### src/rtl/vstep_pkg.sv
package vstep_pkg;
  typedef enum logic [1:0] {
    OP_NOP    = 2'd0,
    OP_SETLEN = 2'd1,
    OP_STEP   = 2'd2,
    OP_QUERY  = 2'd3
  } vstep_op_e;

  localparam int unsigned CR_W  = 4;
  localparam int unsigned CR_SO = 0;
endpackage

### src/rtl/vstep_dec.sv
module vstep_dec
  import vstep_pkg::*;
(
  input  logic       valid_i,
  input  logic [1:0] op_i,
  input  logic       vf_mode_i,
  input  logic       rt_req_i,
  input  logic       rc_i,
  output logic       do_set_o,
  output logic       do_adv_o,
  output logic       set_res_o,
  output logic       qry_res_o,
  output logic       cr_req_o
);
  logic is_set, is_step, is_qry;

  always_comb begin
    is_set    = valid_i && (op_i == OP_SETLEN);
    is_step   = valid_i && (op_i == OP_STEP);
    is_qry    = valid_i && (op_i == OP_QUERY);
    do_set_o  = is_set;
    // step moves only in vertical-first mode; query always moves
    do_adv_o  = (is_step && vf_mode_i) || is_qry;
    set_res_o = is_set && rt_req_i;
    qry_res_o = is_qry;
    cr_req_o  = (is_step || is_qry) && rc_i;
  end
endmodule

### src/rtl/vstep_adv.sv
module vstep_adv #(
  parameter int unsigned LEN_W = 7
) (
  input  logic [LEN_W-1:0] idx_i,
  input  logic [LEN_W-1:0] vl_i,
  output logic [LEN_W-1:0] nxt_o,
  output logic             wrap_o
);
  logic [LEN_W:0] inc;

  always_comb begin
    inc    = {1'b0, idx_i} + (LEN_W+1)'(1);
    // >= so that a zero length ends on the first step
    wrap_o = (inc >= {1'b0, vl_i});
    nxt_o  = wrap_o ? '0 : inc[LEN_W-1:0];
  end
endmodule

### src/rtl/vstep_resp.sv
module vstep_resp
  import vstep_pkg::*;
#(
  parameter int unsigned LEN_W = 7,
  parameter int unsigned XLEN  = 64
) (
  input  logic             clk_i,
  input  logic             rst_ni,
  input  logic             set_res_i,
  input  logic [LEN_W-1:0] set_val_i,
  input  logic             qry_res_i,
  input  logic [LEN_W-1:0] qry_val_i,
  input  logic             cr_req_i,
  input  logic             end_i,
  output logic             res_valid_o,
  output logic [XLEN-1:0]  res_o,
  output logic             cr_valid_o,
  output logic [CR_W-1:0]  cr_o
);
  localparam int unsigned PAD_W = XLEN - LEN_W;

  always_ff @(posedge clk_i or negedge rst_ni) begin
    if (!rst_ni) begin
      res_valid_o <= 1'b0;
      res_o       <= '0;
      cr_valid_o  <= 1'b0;
      cr_o        <= '0;
    end else begin
      res_valid_o <= set_res_i || qry_res_i;
      if (set_res_i)      res_o <= {{PAD_W{1'b0}}, set_val_i};
      else if (qry_res_i) res_o <= {{PAD_W{1'b0}}, qry_val_i};
      else                res_o <= '0;
      cr_valid_o <= cr_req_i;
      cr_o       <= '0;
      if (cr_req_i) cr_o[CR_SO] <= end_i;
    end
  end
endmodule

### src/rtl/vstep_ctrl.sv
module vstep_ctrl
  import vstep_pkg::*;
#(
  parameter int unsigned LEN_W = 7,
  parameter int unsigned XLEN  = 64
) (
  input  logic             clk_i,
  input  logic             rst_ni,
  input  logic             cmd_valid_i,
  input  logic [1:0]       cmd_op_i,
  input  logic [LEN_W-1:0] len_i,
  input  logic             vf_i,
  input  logic             rt_req_i,
  input  logic             rc_i,
  input  logic             sel_dst_i,
  output logic [LEN_W-1:0] vl_o,
  output logic [LEN_W-1:0] maxvl_o,
  output logic [LEN_W-1:0] src_idx_o,
  output logic [LEN_W-1:0] dst_idx_o,
  output logic             vf_o,
  output logic             res_valid_o,
  output logic [XLEN-1:0]  res_o,
  output logic             cr_valid_o,
  output logic [3:0]       cr_o
);
  localparam int unsigned N_IDX = 2;

  logic do_set, do_adv, set_res, qry_res, cr_req;
  logic [LEN_W-1:0] idx_q [N_IDX];
  logic [LEN_W-1:0] idx_n [N_IDX];
  logic [N_IDX-1:0] wrap;
  logic [LEN_W-1:0] vl_q, maxvl_q;
  logic             vf_q;
  logic             end_hit;

  vstep_dec u_dec (
    .valid_i   (cmd_valid_i),
    .op_i      (cmd_op_i),
    .vf_mode_i (vf_q),
    .rt_req_i  (rt_req_i),
    .rc_i      (rc_i),
    .do_set_o  (do_set),
    .do_adv_o  (do_adv),
    .set_res_o (set_res),
    .qry_res_o (qry_res),
    .cr_req_o  (cr_req)
  );

  for (genvar g = 0; g < N_IDX; g++) begin : g_lane
    vstep_adv #(.LEN_W(LEN_W)) u_adv (
      .idx_i  (idx_q[g]),
      .vl_i   (vl_q),
      .nxt_o  (idx_n[g]),
      .wrap_o (wrap[g])
    );

    always_ff @(posedge clk_i or negedge rst_ni) begin
      if (!rst_ni)     idx_q[g] <= '0;
      else if (do_set) idx_q[g] <= '0;
      else if (do_adv) idx_q[g] <= idx_n[g];
    end
  end

  // indices move in lockstep; source lane decides the end
  assign end_hit = do_adv && wrap[0];

  always_ff @(posedge clk_i or negedge rst_ni) begin
    if (!rst_ni) begin
      vl_q    <= '0;
      maxvl_q <= '0;
      vf_q    <= 1'b0;
    end else if (do_set) begin
      vl_q    <= len_i;
      maxvl_q <= len_i;
      vf_q    <= vf_i;
    end else if (end_hit) begin
      vf_q    <= 1'b0;
    end
  end

  vstep_resp #(.LEN_W(LEN_W), .XLEN(XLEN)) u_resp (
    .clk_i       (clk_i),
    .rst_ni      (rst_ni),
    .set_res_i   (set_res),
    .set_val_i   (len_i),
    .qry_res_i   (qry_res),
    .qry_val_i   (sel_dst_i ? idx_q[1] : idx_q[0]),
    .cr_req_i    (cr_req),
    .end_i       (end_hit),
    .res_valid_o (res_valid_o),
    .res_o       (res_o),
    .cr_valid_o  (cr_valid_o),
    .cr_o        (cr_o)
  );

  assign vl_o      = vl_q;
  assign maxvl_o   = maxvl_q;
  assign src_idx_o = idx_q[0];
  assign dst_idx_o = idx_q[1];
  assign vf_o      = vf_q;
endmodule

### config.mk
export PLATFORM = sky130hd
export DESIGN_NAME = vstep_ctrl
export DESIGN_NICKNAME = d
export VERILOG_FILES = /design/src/rtl/vstep_pkg.sv /design/src/rtl/vstep_dec.sv /design/src/rtl/vstep_adv.sv /design/src/rtl/vstep_resp.sv /design/src/rtl/vstep_ctrl.sv
export SDC_FILE = /design/constraint.sdc
export NUM_CORES = 1
export LEC_CHECK = 0
export ABC_AREA = 1
export CAP_MARGIN = 30
export CORE_MARGIN = 5
export CORE_UTILIZATION = 27
export DETAILED_ROUTE_END_ITERATION = 6
export GPL_TIMING_DRIVEN = 1
export PLACE_DENSITY = 0.61
export SLEW_MARGIN = 25
export SYNTH_ARGS = -nofsm -noshare
export SYNTH_HDL_FRONTEND = slang
export SYNTH_SLANG_ARGS = --single-unit
### constraint.sdc
create_clock -name clk_i -period 3 [get_ports clk_i]
set_clock_uncertainty 0.05 [all_clocks]
set_input_delay 0.45 -clock clk_i [delete_from_list [all_inputs] [get_ports clk_i]]
set_output_delay 0.45 -clock clk_i [all_outputs]
set_load 0.005 [all_outputs]
==> impl_metrics.tcl <==
set metrics [dict create \
    status "complete, no violations" \
    final_cells 461 \
    ys_seq_elements 32 \
    grt_pass1_wl_um 9230 \
    placed_area_um2 2760 \
    insertion_delay_ns 0.28 \
    dp_cells 454 \
    power.density_nw_per_um2 523 \
    layout_commonest_cell "nand2_1" \
    end_kind "flip-flop" \
    antenna_cells 0 \
    die_y_um 104 \
    drt-total-wl_um 5580 \
    htree_levels 2 \
    port-buffer-count 54 \
    finalInstanceArea_um2 2860 \
    final.setup.worst_slack_ns 0.708 \
    viasPerCell 4.05 \
    ys_seq_area_frac 0.337 \
    fin_setup_tns_ns 0 \
    rsz0062_at_grt "false" \
    synth_edf_count 0 \
    grt_max_degree 33 \
    area_growth_pct 20.5 \
    clockRootBuffer "clkbuf_8" \
    cts_buffers 5 \
    place_ws_ns 0.686 \
    synth_top_family_by_area "buffers and inverters" \
    finalNetCount 385 \
    layout_common_cells "nand2_1 (72), conb_1 (60), clkdlybuf4s50_1 (54)" \
    synthSimpleGateAreaFrac 0.189 \
    cts_tree "built" \
    via_count 1866 \
    wl_per_cell_um 12.1 \
    hold_class "reg2reg" \
    pin_count 115 \
    synth_compound_area_frac 0.0822 \
    synth.avg_cell_area_um2 7.89 \
    final_core_utilization 0.331 \
    cts-resized-gates 0 \
    final_antenna_net_count 0 \
    fin_crit_ns 2.29 \
    synthArstFlopShare 1.00 \
    core_um2 8640 \
    antenna_found_initial 0 \
    maxCapViolCount 0 \
    worst-endpoint-required_ns 3.18 \
    cp.arrival_ns 2.47 \
    yosysUniqueCellTypes 28 \
    grt.total_usage 0.103 \
    post_cts_buffers 0 \
    synth_fa_ha_area_frac 0.0843 \
    drt-initial-drc-count 64 \
    clock-sinks 32 \
    drive_above_1_share 0.0595 \
    crit_path_max_fanout 6 \
    irDropWorstVdd_mv 0.191 \
    dpl.hpwl_um 4550 \
    syn-cell-area_um2 2370 \
    path_clk_slew_ns 0.07 \
    fmax_mhz 436 \
    leakagePower_nw 1.49 \
    cts_hold_buffers 0 \
    die_area_um2 10800 \
    synth_xor_area_frac 0.0295 \
    initial_core_util 0.275 \
    cts.path.max_buffers 2 \
    setup_viol 0 \
    path_class "reg2reg" \
    netlist_instances 301 \
    first_global_vias 1842 \
    place.gp.congestion 0.819 \
    die_w_um 104 \
    drc 0 \
    grt_overflow 0 \
    total_power_mw 1.49 \
    yosysWarnings 0 \
    period_share 0.764 \
    ys.flop_type "dfrtp_1" \
    r2r_slack_ns 0.71 \
    cp-start-kind "flip-flop" \
    rows 34 \
    report.final.slew_viol_count 0 \
    fin_hold_ws_ns 0.509 \
    muxShareOfSynthArea 0 \
    finalHoldViolCount 0 \
    drtPass1Iterations 4 \
]
-- final timing paths --
path                         startpoint      endpoint  cells after the start
max                        src_idx_o[0]  src_idx_o[3]                     12
min                                vf_o          vf_o                      2
max reg2reg                src_idx_o[0]  src_idx_o[3]                     12
min reg2reg                        vf_o          vf_o                      2
max in group asynchronous        rst_ni    maxvl_o[5]                      2
min in group asynchronous        rst_ni  src_idx_o[0]                      2
-- cell type report --
type / count / area, um^2
clock buffers: 7 / 96.3
fillers: 918 / 5780
inverters: 35 / 131
repair buffers: 56 / 556
flip-flops and latches: 32 / 801
multi-input cells: 223 / 1140
well taps: 108 / 135
-- worst max-delay path, cell delays in order (launching register included) --
cell	delay (ns)
dfrtp_1	0.47
ha_1	0.23
nand2_1	0.10
nor3_2	0.20
xor2_1	0.22
ha_1	0.28
nand2_1	0.07
nand2_1	0.05
nor2_1	0.10
nand2_1	0.10
nor2_2	0.21
nand2_1	0.08
nand2_1	0.06
-- report_power, final --
part | switching [mW] | total [mW] | internal, mW
Combinational | 0.276 | 0.557 | 0.281
Clock | 0.160 | 0.364 | 0.204
Sequential | 0.0820 | 0.573 | 0.491
-- Yosys cell counts (all sizes together), types with 2 or more instances --
library cell	number	area, um^2
inv	34	128
nand3	7	40.0
buf	69	519
dfrtp	32	801
o22ai	6	37.5
xor2	7	61.3
a21oi	4	20.0
o32ai	2	17.5
ha	16	200
nor3	3	20.0
o21bai	2	15.0
o21ai	21	105
nand2	74	283
and3	2	12.5
nor2	18	93.8
-- flip-flops by register name (all words and copies together), names as in the netlist --
signal and cells:
dst_idx_o 7, u_resp.cr_o 1, vf_o 1, u_resp.cr_valid_o 1, u_resp.res_valid_o 1, src_idx_o 7, maxvl_o 7, u_resp.res_o 7
-- cells by family (layout without fill, tap and decap cells) --
family,count (synthesis),after routing
simple gates,104,104
buf+inv,105,98
xor+xnor,8,8
other cells,1,60
fa+ha+maj,16,16
flops,32,32
compound gates,35,35
-- routing by layer --
metal | GRT usage | routed length [um] | up-vias
met5 | 0 | 0 | -
met4 | 0.0231 | 44 | 0
met3 | 0.0336 | 549 | 6
met2 | 0.164 | 2480 | 88
met1 | 0.137 | 2510 | 844
li1 | - | - | 928
Power figures use the tool's default switching activity.
